<file path="src/rtl/rst_cause_pkg.sv">
package rst_cause_pkg;

  // Resolved event for one cycle; the encoding order is not relied upon.
  typedef enum logic [2:0] {
    EV_NONE,
    EV_POR,
    EV_PIN,
    EV_WDT,
    EV_WAKE,
    EV_SLEEP,
    EV_CLRWDT
  } rc_event_e;

  // Number of raw event request lines
  localparam int unsigned NUM_REQ = 6;

  // Request line indices, lowest index wins
  localparam int unsigned REQ_POR    = 0;
  localparam int unsigned REQ_PIN    = 1;
  localparam int unsigned REQ_WDT    = 2;
  localparam int unsigned REQ_WAKE   = 3;
  localparam int unsigned REQ_SLEEP  = 4;
  localparam int unsigned REQ_CLRWDT = 5;

  // Flag-level outcome of one resolved event
  typedef struct packed {
    logic upd;      // an event takes effect
    logic to_v;
    logic pd_v;
    logic asleep_v;
    logic load;     // program counter is reloaded
    logic use_wake; // reload value is pc+1 instead of the vector
    logic ost;
  } rc_outcome_t;

endpackage

</file>
<file path="src/rtl/rc_event_arbiter.sv">
module rc_event_arbiter
  import rst_cause_pkg::*;
(
  input  logic [NUM_REQ-1:0] req,
  input  logic               asleep,
  output rc_event_e          evt
);

  logic [NUM_REQ-1:0] qual;
  logic [NUM_REQ-1:0] grant;

  // Qualify requests by sleep state: a wake needs sleep, instructions need running.
  always_comb begin
    qual             = req;
    qual[REQ_WAKE]   = req[REQ_WAKE]   &  asleep;
    qual[REQ_SLEEP]  = req[REQ_SLEEP]  & ~asleep;
    qual[REQ_CLRWDT] = req[REQ_CLRWDT] & ~asleep;
  end

  // Fixed-priority one-hot grant, lowest index wins
  genvar gi;
  generate
    for (gi = 0; gi < NUM_REQ; gi++) begin : g_grant
      if (gi == 0) begin : g_first
        assign grant[gi] = qual[gi];
      end else begin : g_rest
        assign grant[gi] = qual[gi] & ~(|qual[gi-1:0]);
      end
    end
  endgenerate

  always_comb begin
    evt = EV_NONE;
    unique case (1'b1)
      grant[REQ_POR]:    evt = EV_POR;
      grant[REQ_PIN]:    evt = EV_PIN;
      grant[REQ_WDT]:    evt = EV_WDT;
      grant[REQ_WAKE]:   evt = EV_WAKE;
      grant[REQ_SLEEP]:  evt = EV_SLEEP;
      grant[REQ_CLRWDT]: evt = EV_CLRWDT;
      default:           evt = EV_NONE;
    endcase
  end

endmodule

</file>
<file path="src/rtl/rc_status_encoder.sv">
module rc_status_encoder
  import rst_cause_pkg::*;
(
  input  rc_event_e   evt,
  input  logic        asleep,
  input  logic        to_cur,
  output rc_outcome_t res
);

  always_comb begin
    res          = '0;
    res.to_v     = to_cur;
    res.pd_v     = 1'b1;
    res.asleep_v = asleep;
    unique case (evt)
      EV_POR: begin
        res.upd = 1'b1; res.to_v = 1'b1; res.pd_v = 1'b1;
        res.asleep_v = 1'b0; res.load = 1'b1; res.ost = 1'b1;
      end
      EV_PIN: begin
        res.upd = 1'b1; res.to_v = 1'b1; res.pd_v = ~asleep;
        res.asleep_v = 1'b0; res.load = 1'b1; res.ost = asleep;
      end
      EV_WDT: begin
        res.upd = 1'b1; res.to_v = 1'b0; res.pd_v = ~asleep;
        res.asleep_v = 1'b0; res.load = 1'b1; res.ost = asleep;
      end
      EV_WAKE: begin
        res.upd = 1'b1; res.to_v = 1'b1; res.pd_v = 1'b0;
        res.asleep_v = 1'b0; res.load = 1'b1; res.use_wake = 1'b1;
        res.ost = 1'b1;
      end
      EV_SLEEP: begin
        res.upd = 1'b1; res.to_v = to_cur; res.pd_v = 1'b0;
        res.asleep_v = 1'b1;
      end
      EV_CLRWDT: begin
        res.upd = 1'b1; res.to_v = 1'b1; res.pd_v = 1'b1;
      end
      default: res.upd = 1'b0;
    endcase
  end

endmodule

</file>
<file path="src/rtl/rc_pc_select.sv">
module rc_pc_select #(
  parameter int unsigned      PC_W      = 16,
  parameter logic [PC_W-1:0]  RESET_VEC = '0
) (
  input  logic            use_wake,
  input  logic [PC_W-1:0] pc_cur,
  input  logic            gie_cur,
  output logic [PC_W-1:0] pc_val,
  output logic            gie_val
);

  localparam logic [PC_W-1:0] PC_STEP = PC_W'(1);

  // Wake resumes after the interrupted instruction; resets go to the vector.
  assign pc_val  = use_wake ? (pc_cur + PC_STEP) : RESET_VEC;
  assign gie_val = use_wake ? gie_cur : 1'b1;

endmodule

</file>
<file path="src/rtl/rst_cause_tracker.sv">
module rst_cause_tracker
  import rst_cause_pkg::*;
#(
  parameter int unsigned     PC_W      = 16,
  parameter logic [PC_W-1:0] RESET_VEC = '0
) (
  input  logic            clk,
  input  logic            rst,
  input  logic            por_pulse,
  input  logic            pin_rst_pulse,
  input  logic            wdt_rst_pulse,
  input  logic            irq_wake_pulse,
  input  logic            sleep_pulse,
  input  logic            clrwdt_pulse,
  input  logic [PC_W-1:0] pc_cur,
  input  logic            gie_cur,
  output logic            to_flag,
  output logic            pd_flag,
  output logic            stk_avail,
  output logic            gie_dis,
  output logic [PC_W-1:0] pc_next,
  output logic            pc_load,
  output logic            ost_arm
);

  logic [NUM_REQ-1:0] req;
  rc_event_e          evt;
  rc_outcome_t        res;
  logic               asleep_q;
  logic [PC_W-1:0]    pc_val;
  logic               gie_val;

  always_comb begin
    req             = '0;
    req[REQ_POR]    = por_pulse;
    req[REQ_PIN]    = pin_rst_pulse;
    req[REQ_WDT]    = wdt_rst_pulse;
    req[REQ_WAKE]   = irq_wake_pulse;
    req[REQ_SLEEP]  = sleep_pulse;
    req[REQ_CLRWDT] = clrwdt_pulse;
  end

  rc_event_arbiter u_arb (
    .req    (req),
    .asleep (asleep_q),
    .evt    (evt)
  );

  rc_status_encoder u_enc (
    .evt    (evt),
    .asleep (asleep_q),
    .to_cur (to_flag),
    .res    (res)
  );

  rc_pc_select #(.PC_W(PC_W), .RESET_VEC(RESET_VEC)) u_pcsel (
    .use_wake (res.use_wake),
    .pc_cur   (pc_cur),
    .gie_cur  (gie_cur),
    .pc_val   (pc_val),
    .gie_val  (gie_val)
  );

  // Sticky status and sleep record
  always_ff @(posedge clk) begin
    if (rst) begin
      to_flag  <= 1'b1;
      pd_flag  <= 1'b1;
      asleep_q <= 1'b0;
    end else if (res.upd) begin
      to_flag  <= res.to_v;
      pd_flag  <= res.pd_v;
      asleep_q <= res.asleep_v;
    end
  end

  // Load values and one-cycle strobes
  always_ff @(posedge clk) begin
    if (rst) begin
      pc_next   <= RESET_VEC;
      gie_dis   <= 1'b1;
      stk_avail <= 1'b1;
      pc_load   <= 1'b0;
      ost_arm   <= 1'b0;
    end else begin
      pc_load   <= res.load;
      ost_arm   <= res.ost;
      stk_avail <= 1'b1;
      if (res.load) begin
        pc_next <= pc_val;
        gie_dis <= gie_val;
      end
    end
  end

endmodule

</file>
<file path="config.mk">
export PLATFORM = sky130hd
export DESIGN_NAME = rst_cause_tracker
export DESIGN_NICKNAME = d
export VERILOG_FILES = /design/src/rtl/rst_cause_pkg.sv /design/src/rtl/rc_event_arbiter.sv /design/src/rtl/rc_status_encoder.sv /design/src/rtl/rc_pc_select.sv /design/src/rtl/rst_cause_tracker.sv
export SDC_FILE = /design/constraint.sdc
export NUM_CORES = 1
export LEC_CHECK = 0
export BUFFER_PORTS_ARGS = -buffer_cell sky130_fd_sc_hd__buf_4
export CAP_MARGIN = 30
export CORE_ASPECT_RATIO = 0.6
export CORE_UTILIZATION = 25
export DETAILED_ROUTE_END_ITERATION = 7
export GPL_ROUTABILITY_DRIVEN = 0
export PLACE_DENSITY = 0.52
export SYNTH_ARGS = -nofsm -noshare
export SYNTH_HDL_FRONTEND = slang
export SYNTH_SLANG_ARGS = --single-unit
</file>
<file path="constraint.sdc">
create_clock -name clk -period 1.1 [get_ports clk]
set_input_delay 0.165 -clock clk [delete_from_list [all_inputs] [get_ports clk]]
set_output_delay 0.165 -clock clk [all_outputs]
set_load 0.005 [all_outputs]
</file>
==> metrics.txt, run 1 <==
status finished with violations; failing checks negative setup slack; routed vias 1125; dpl hpwl 2640 um; gr usage total 0.150; CP max stage cell a2111oi_4; vias in the first global route 1114; most frequent cells after synthesis dfxtp_1, nand2_1, xnor2_1, nor2_1; WL/cell 12.7 um; area fraction of the dominant cell type after synthesis 0.390; H-tree Lvls 1; DR vias/cell 4.45; Worst Path Max Fanout 4; Reg clk slew, reported paths 0.08 ns; synthesized area 1130 um^2; Root Buffer clkbuf_8; number of placement rows 18; clock sink count 22; met1 Use GR 0.195; Distinct cells, synth 35; postcts setup bufs 0; Clock Power Share 0.350; Buf/Inv on CP 1; YS warnings 0; crit path time final 1.20 ns; CP cell instances a2111oi_4, buf_4, a22oi_2, nor2_1; met3 Use GR 0.0399; Most used DFF post-synth dfxtp_1; internal power 1.27 mW; Final WS setup -0.0966 ns; core box area 4210 um^2; die height 54.0 um; NetSw 0.406 mW; Final Setup Violations 6; Yosys top cell by area dfxtp_1; DRC Markers 0; Seq/Total Area, Yosys 0.390; CTS Buf Count 3; Reg power frac 0.480; largest net degree at the start of global routing 13; CP delay by family, top compound AO/OA/AOI/OAI gates; share of post-route cells with drive strength above 1 0.466; wire length after detailed routing 3220 um; Top Usage Layer GRT met2; Ant. Diodes 0; first-pass iteration count of the detailed router 4; grt met2 use 0.244; Max Slew Vio Count 0; Power, Total 1.68 mW; total grt overflow 0; pwr dens 945 nW/um^2; number of flops mapped to enable cells by yosys 0; Synth Instances 128; Max-cap violations 0; RSZ-0062 raised after global routing true; FFs w/ async S/R, synth 0; Place WS -0.143 ns; Setup Skew 0.00108 ns; maximum VDD drop 0.000419 V; nets 220; 1st-iter DRT viols 28; Initial Util 0.268; syn_nets 154; syn_area_per_cell 8.82 um^2; Comb pwr share 0.170; CTS Buffer Depth 2; Final period util 1.09; Critical Path RT 1.30 ns; Worst Setup End Kind register; count leader, synth dfxtp_1; Max Clock Freq 836 MHz; Layout area overhead 57.3%; IO buf count 45; DIE AREA 4800 um^2; Die X 88.7 um; CTS tree yes; leak pwr 0.711 nW; Worst-Skew Late Latency 0.26 ns; Slowest Stage Delay on Critical Path 0.40 ns; number of synthesized register bits 22; Sw Share 0.242; HP Class input port to register; final hold vios 0; Startpoint Class register; most area-consuming cells after synthesis dfxtp_1, xnor2_1, nand2_1, nor2_1, nand4_2; CP Data Arrival Time 1.40 ns; ANT nets after route 0; critical path class register to register; Boundary Pins 47; initial antenna violation count 0; first-pass GRT wire length 5230 um
==> worst paths after layout <==
path,start,to,slack [ns],depth (start not counted)
worst min register to register,pc_next[11]$_SDFFE_PP0P_,pc_next[11]$_SDFFE_PP0P_,0.46,2
worst min-delay path,gie_cur,gie_dis$_SDFFE_PP1P_,0.11,3
worst max-delay path,asleep_q$_SDFFE_PP0P_,pc_next[1]$_SDFFE_PP0P_,-0.1,4
worst max register to register,asleep_q$_SDFFE_PP0P_,pc_next[1]$_SDFFE_PP0P_,-0.1,4
==> registers in the layout (all words and copies together) (netlist names) <==
register,flops
asleep_q,1
gie_dis,1
ost_arm,1
pc_load,1
pc_next,16
pd_flag,1
to_flag,1
==> routing by layer <==
layer / vias up / wire (um)
met5: - / 0
met1: 512 / 1590
met3: 2 / 163
met2: 27 / 1460
li1: 584 / -
met4: 0 / 14
==> what timing repair did <==
item                       CTS  global route
setup endpoints to repair    7            10
pin swaps                    0             5
gates resized for setup      4             7
hold buffers                 0             0
==> through the flow <==
| stage | setup TNS (ns) | std cells | area, um^2 | util | hold WS, ns |
|---|---|---|---|---|---|
| after CTS | -0.598 | 253 | 1760 | 0.417 | 0.107 |
| after floorplan | -0.296 | 128 | 1130 | - | 0.257 |
| after global routing | -1.01 | 253 | 1780 | 0.422 | 0.105 |
| after detailed placement | -1.24 | 249 | 1690 | 0.400 | 0.388 |
| after global placement | -1.03 | 249 | 1690 | 0.400 | 0.386 |
| final | -0.514 | 253 | 1780 | 0.422 | 0.111 |
==> placed cells by master, fill, tap and decap left out, types with 3 or more instances in the layout <==
cell type | netlist | routed
a21oi_1 | 3 | 3
xnor2_1 | 13 | 13
o21ai_2 | 2 | 3
a22oi_2 | 0 | 4
nor3_1 | 5 | 5
nand2_1 | 17 | 17
nand3_1 | 6 | 6
o21ai_1 | 6 | 8
inv_1 | 4 | 4
buf_4 | 2 | 65
dfxtp_1 | 22 | 21
clkbuf_8 | 0 | 4
nand4_2 | 3 | 3
nor2_1 | 11 | 11
nor4_2 | 3 | 3
==> kinds of logic (layout without fill, tap and decap cells) <==
kind of cell             count (synthesis)  count (layout)  synth area share
AO/OA/AOI/OAI                           25              25             0.157
XOR/XNOR                                14              14             0.109
buffers and inverters                    9              74            0.0388
adder cells (fa/ha/maj)                  1               1            0.0111
AND/OR/NAND/NOR                         55              55             0.282
other                                    1               1           0.00332
flip-flops                              22              22             0.390
multiplexers                             1               1           0.00887
==> worst register-to-register path: stages, from the launching register on <==
cell and delay [ns]:
dfxtp_2 0.34, a2111oi_4 0.40, buf_4 0.22, a22oi_2 0.07
nor2_1 0.10
==> area by class of cell <==
type / count / area [um^2]
clock buffer: 4 / 55.1
fill: 427 / 2440
inverter: 4 / 15.0
multi-input combinational: 97 / 681
sequential: 22 / 442
tap: 60 / 75.1
timing repair buffer: 66 / 508
==> power groups by stage <==
stage | clock network (mW) | registers, mW | logic, mW
final | 0.587 | 0.806 | 0.286
after CTS | 0.610 | 0.806 | 0.280
after floorplan | 0 | 0.825 | 0.0885
after global placement | 0 | 0.824 | 0.274
after global routing | 0.658 | 0.807 | 0.310
after detailed placement | 0 | 0.825 | 0.277
Note: power is estimated with default switching activity, not from simulation.
==> run 2, diff against run 1 <==
Settings changed: CORE_MARGIN from default to 10.
==> run 2 against run 1 <==
Against the previous run:
- clock-buffer cell count did not move
- largest power group unchanged
- global-route usage shrank 5.6 points
- the flow still finishes with violations (negative setup slack)
- non-clock buffer count decreased by 1
- clock power hardly changed
- first-iteration DRC count is 25% lower
- core utilization decreased by 0.55 points
- die area increased by 60%
- final area fell by 0.78%
- largest cell class unchanged
- via count decreased by 1.1%
- critical path depth unchanged
==> metrics.txt, run 2 (synthesis gave the netlist of run 1 again) <==
status finished with violations; failing checks negative setup slack; Layout area overhead 56.1%; largest net degree at the start of global routing 13 (unchanged); Final period util 1.08 (-0.0104); placed cell areas 1670 um^2 (-1.2%); CP delay by family, top simple AND/OR/NAND/NOR gates; highest-count cells in the layout ignoring fill and taps buf_4, dfxtp_1, nand2_1; pwr dens 949 nW/um^2 (+0.39%); share of post-route cells with drive strength above 1 0.464 (-0.00278); clock sink count 22 (unchanged); Critical Path RT 1.30 ns (about the same); vias in the first global route 1212 (+8.8%); CP Data Arrival Time 1.39 ns (about the same); crit path time final 1.19 ns (-0.0115 ns); Buf/Inv on CP 0 (-1); final instance area 1760 um^2 (-0.78%); number of placement rows 18 (unchanged); initial antenna violation count 0 (unchanged); Initial Util 0.267 (-0.00143); leak pwr 0.705 nW (-0.80%); Worst Path Max Fanout 3 (-1); Hold Buf Count CTS 0 (unchanged); Ant. Diodes 0 (unchanged); Slowest Stage Delay on Critical Path 0.44 ns (+0.04 ns); first-pass GRT wire length 6000 um (+15%); reg2reg start asleep_q$_SDFFE_PP0P_; DRC Markers 0 (unchanged); wire length after detailed routing 3580 um (+11%); maximum VDD drop 0.000363 V (-13%); final hold vios 0 (unchanged); Die X 107 um (+20%); Fillers 474 (+11%); Reg with most FFs pc_next; Worst Setup End Kind register; Layout Cells excl Fill 252 (-0.40%); CTS Buf Count 3 (unchanged); DR vias/cell 4.42 (-0.67%); Root Buffer clkbuf_8; CP max stage cell or4_4; internal power 1.27 mW (-0.57%); Max Clock Freq 844 MHz (+0.97%); H-tree Lvls 1 (unchanged); Worst-Skew Late Latency 0.26 ns (about the same); NetSw 0.406 mW (+0.18%); DIE AREA 7690 um^2 (+60%); final hold slack 0.128 ns (+0.0175 ns); core box area 4230 um^2 (+0.53%); commonest non-fill, non-tap cell in the layout buf_4; Worst Hold Launch gie_cur; first-pass iteration count of the detailed router 4 (unchanged); gr usage total 0.0947 (-0.0556); dpl hpwl 2970 um (+12%); critical path class register to register; routed vias 1113 (-1.1%); RSZ-0062 raised after global routing true; Reg clk slew, reported paths 0.08 ns (about the same); Placed Cells 248 (-0.40%); TNS Setup -0.367 ns (+0.147 ns); Power, Total 1.67 mW (-0.39%); Final Setup Violations 7 (+1); 1st-iter DRT viols 21 (-25%); max reg flops 16 (unchanged); WL/cell 14.2 um (+12%); Max-cap violations 0 (unchanged); CTS Buffer Depth 2 (unchanged); Final WS setup -0.0852 ns (+0.0115 ns); CP cell instances nand2_2, or4_4, o21ai_1, nor2b_1; crit path from asleep_q$_SDFFE_PP0P_; Boundary Pins 47 (unchanged); Reg power frac 0.481 (about the same); HP Class input port to register; Clock Power Share 0.352 (+0.002); die height 72.0 um (+33%); Sw Share 0.243 (+0.00138); Comb pwr share 0.167 (-0.003); total grt overflow 0 (unchanged); Max Slew Vio Count 0 (unchanged); IO buf count 45 (unchanged); Startpoint Class register; CTS tree yes; nets 219 (-0.45%); Setup Skew 0.00281 ns (+0.00173 ns); ANT nets after route 0 (unchanged)
[run 2: cell types whose count changed in the layout (fill, tap and decap cells not counted), sizes merged]
cell | before | now
buf | 66 | 65
[run 2: path summary, 6_finish.rpt]
path,depth (start not counted),slack [ns],end
setup / recovery,4,-0.09,pc_next[0]$_SDFFE_PP0P_
hold / removal,3,0.13,gie_dis$_SDFFE_PP1P_
setup reg to reg,4,-0.09,pc_next[0]$_SDFFE_PP0P_
hold reg to reg,2,0.45,pc_next[9]$_SDFFE_PP0P_
[run 2: timing repair]
| item | in CTS | in global routing |
|---|---|---|
| pin swaps | 2 | 6 |
| cloned | 0 | 0 |
| setup endpoints to repair | 7 | 11 |
| resized for setup | 6 | 6 |
| setup buffers | 0 | 0 |
[run 2: worst min-delay path, stage by stage]
cell and delay, ns:
buf_4 0.08, o22ai_2 0.06, nand2b_1 0.06
[run 2: final cells by class]
type	instances	area (um^2)	area share
inverters	4	15.0	0.00852
clock buffers	4	55.1	0.0312
well taps	60	75.1	0.0426
flip-flops and latches	22	444	0.252
repair buffers	65	492	0.279
multi-input cells	97	681	0.386
[run 2: metal layers]
| layer | GRT usage | vias up | routed length [um] |
|---|---|---|---|
| met1 | 0.121 | 510 | 1710 |
| li1 | - | 573 | - |
| met4 | 0.0239 | 0 | 51 |
| met5 | 0 | - | 0 |
| met3 | 0.0309 | 4 | 166 |
| met2 | 0.150 | 26 | 1660 |
[run 2: metrics by stage]
stage / setup slack (ns) / utilization
after detailed placement: -0.153 / 0.393
after floorplan: -0.109 / -
after CTS: -0.0709 / 0.412
after global placement: -0.156 / 0.393
after global routing: -0.125 / 0.416
final: -0.0852 / 0.416
[run 2: power by group through the flow]
stage               clock network (mW)  logic, mW  registers (mW)
global route                     0.635      0.306           0.806
finish                           0.588      0.279           0.805
global placement                     0      0.268           0.824
CTS                              0.609      0.276           0.805
detailed placement                   0      0.271           0.826
floorplan                            0     0.0885           0.825
==> run 3, diff against run 2 <==
Settings changed: ABC_AREA from default to 1, CORE_MARGIN 10 to 5, PLACE_DENSITY 0.52 to 0.51, SETUP_SLACK_MARGIN from default to 0.1.
==> run 3 against run 2 <==
Against the previous run:
- the flow now finishes without violations
- highest routed layer unchanged
- total power up 1.4%
- largest cell class unchanged
- setup slack better by 0.15 ns
- sequential share of layout area decreased by 1.6 points
- critical path depth increased by 1
- clock skew up 0.0016 ns
- worst hold slack about the same
- clock power is 0.9% higher
- global-route usage is 2.8 points higher
- core utilization down 3.8 points
- wire length rose by 7.9%
- cell count is 25% higher
- first-iteration DRC count rose to 2.8 times the previous value
==> metrics.txt, run 3 <==
status finished clean; first-pass GRT wire length 6330 um (+5.6%); Hold Path Stages 3 (unchanged); Worst R2R End pc_next[12]$_SDFFE_PP0P_; Most used DFF post-synth dfxtp_1; CTS Buffer Depth 2 (unchanged); gr usage total 0.122 (+0.0276); Layout Cells excl Fill 316 (+25%); ANT nets after route 0 (unchanged); Distinct cells, synth 29 (-17%); Sw Share 0.259 (+0.0160); r2r setup slk 0.06 ns (+0.15 ns); Critical Path RT 1.30 ns (about the same); CTS tree yes; DIE AREA 6630 um^2 (-14%); Hold Buf Count CTS 0 (unchanged); Clock Power Share 0.350 (-0.002); maximum VDD drop 0.000391 V (+7.9%); most area-consuming cells after synthesis dfxtp_1, nand2_1, a21oi_1, nor2_1, nand3_1; count leader, synth nand2_1; number of placement rows 20 (+2); nets 277 (+26%); 1st-iter DRT viols 58 (+180%); number of synthesized register bits 22 (unchanged); YS warnings 0 (unchanged); total grt overflow 0 (unchanged); HP Class input port to register; Max-cap violations 0 (unchanged); largest net degree at the start of global routing 23 (+10); Initial Util 0.254 (-0.0123); Die X 102 um (-4.6%); syn_area_per_cell 6.59 um^2 (-25%); Yosys top cell by area dfxtp_1; Worst Path Max Fanout 10 (+7); max reg flops 16 (unchanged); DRC Markers 0 (unchanged); routed vias 1319 (+19%); vias in the first global route 1279 (+5.5%); Place WS -0.0684 ns (+0.0847 ns); synthesized area 1270 um^2 (+12%); internal power 1.26 mW (-0.73%); Ant. Diodes 0 (unchanged); pwr dens 900 nW/um^2 (-5.1%); NetSw 0.439 mW (+8.1%); initial antenna violation count 0 (unchanged); Root Buffer clkbuf_8; Comb pwr share 0.175 (+0.008); DR vias/cell 4.17 (-5.5%); critical path class register to register; commonest non-fill, non-tap cell in the layout buf_4; Worst-Skew Late Latency 0.27 ns (about the same); final hold vios 0 (unchanged); Final period util 0.942 (-0.135); Reg clk slew, reported paths 0.08 ns (about the same); Seq/Total Area, Yosys 0.348 (-0.0424); reg2reg start asleep_q$_SDFFE_PP0P_; clock sink count 22 (unchanged); final core occ 0.378 (-0.0379); syn_nets 218 (+42%); WL/cell 12.2 um (-14%); R2R depth 5 (+1); RSZ-0062 raised after global routing true; Final Setup Violations 0 (-7); Setup Skew 0.00442 ns (+0.00161 ns); Layout area overhead 48.7%; H-tree Lvls 1 (unchanged); Synth Instances 192 (+50%); number of flops mapped to enable cells by yosys 0 (unchanged); die height 65.1 um (-9.6%); Max Clock Freq 965 MHz (+14%); IO buf count 45 (unchanged); crit path time final 1.04 ns (-0.149 ns); Hold Crit Endpoint gie_dis$_SDFFE_PP1P_; final hold slack 0.128 ns (-0.000304 ns); CTS Buf Count 3 (unchanged); area fraction of the dominant cell type after synthesis 0.348 (-0.0424); Max Slew Vio Count 0 (unchanged); Startpoint Class register; Reg with most FFs pc_next; Reg power frac 0.475 (-0.006); Worst Setup End Kind register; share of post-route cells with drive strength above 1 0.352 (-0.112); Fillers 548 (+16%); CP Data Arrival Time 1.24 ns (-0.15 ns); most frequent cells after synthesis nand2_1, nor2_1, a21oi_1, dfxtp_1; dpl hpwl 2900 um (-2.4%); leak pwr 0.800 nW (+14%); Placed Cells 310 (+25%); Boundary Pins 47 (unchanged); Worst Hold Launch gie_cur; FFs w/ async S/R, synth 0 (unchanged); Final WS setup 0.0635 ns (+0.149 ns); core box area 4980 um^2 (+18%); wire length after detailed routing 3860 um (+7.9%); highest-count cells in the layout ignoring fill and taps buf_4, nand2_1, nor2_1; first-pass iteration count of the detailed router 4 (unchanged)
-- run 3: cells by family after synthesis --
group                      count (synthesis)  synth area share
adders and majority gates                  1           0.00988
and+or+nand+nor                          113             0.409
buffers and inverters                     21            0.0791
AOI/OAI and AO/OA                         34             0.151
other                                      1           0.00296
DFF                                       22             0.348
-- run 3: metal layers --
| layer | share of wire | vias up | GRT usage | wire, um |
|---|---|---|---|---|
| met5 | 0 | - | 0 | 0 |
| met4 | 0.0026 | 0 | 0.00982 | 10 |
| met3 | 0.069 | 3 | 0.0403 | 268 |
| met2 | 0.38 | 33 | 0.165 | 1480 |
| met1 | 0.55 | 541 | 0.192 | 2110 |
| li1 | - | 742 | - | - |
-- run 3: worst max path at each step --
stage                     cells after the start                   from                        to  slack (ns)
after global placement                        8              pc_cur[0]   pc_next[7]$_SDFFE_PP0P_       -0.04
after CTS                                     5  asleep_q$_SDFFE_PP0P_  pc_next[10]$_SDFFE_PP0P_        0.06
final                                         5  asleep_q$_SDFFE_PP0P_  pc_next[12]$_SDFFE_PP0P_        0.06
after floorplan                               6  asleep_q$_SDFFE_PP0P_  pc_next[13]$_SDFFE_PP0P_        0.14
after detailed placement                      8              pc_cur[0]  pc_next[15]$_SDFFE_PP0P_       -0.07
after global routing                          7  asleep_q$_SDFFE_PP0P_      pd_flag$_SDFFE_PP1P_       -0.05
-- run 3: per-stage QoR --
step	power, mW	area (um^2)	setup TNS [ns]
after detailed placement	1.11	1760	-0.290
final	1.70	1880	0
after global routing	1.78	1880	-0.132
after floorplan	0.950	1290	0
after global placement	1.11	1760	-0.152
after CTS	1.72	1860	0
-- run 3: critical path, stage by stage (launching register included) --
cell,delay [ns]
dfxtp_4,0.38
nand2_4,0.07
nor2_4,0.12
buf_6,0.16
nand3_1,0.11
a21oi_1,0.13
-- run 3: power by group through the flow --
| stage | logic [mW] | clock network (mW) | registers (mW) |
|---|---|---|---|
| 4_1_cts | 0.292 | 0.618 | 0.806 |
| 3_5_place_dp | 0.279 | 0 | 0.827 |
| 6_report | 0.296 | 0.593 | 0.806 |
| 2_1_floorplan | 0.123 | 0 | 0.828 |
| 5_1_grt | 0.331 | 0.640 | 0.807 |
| 3_3_place_gp | 0.282 | 0 | 0.827 |
-- run 3: what timing repair did --
item / in CTS / in global routing
pin swaps: 1 / 2
resized for setup: 12 / 6
cloned: 1 / 0
setup endpoints to repair: 18 / 20
setup buffers: 1 / 0
-- run 3: final cells by class --
cell class              instances  area [um^2]  share of cell area
repair buffers                 58          443               0.235
inverters                      16         67.6              0.0359
multi-input cells             149          785               0.417
flip-flops and latches         22          444               0.236
repair inverters                1         6.26             0.00332
clock buffers                   4         55.1              0.0292
well taps                      66         82.6              0.0439
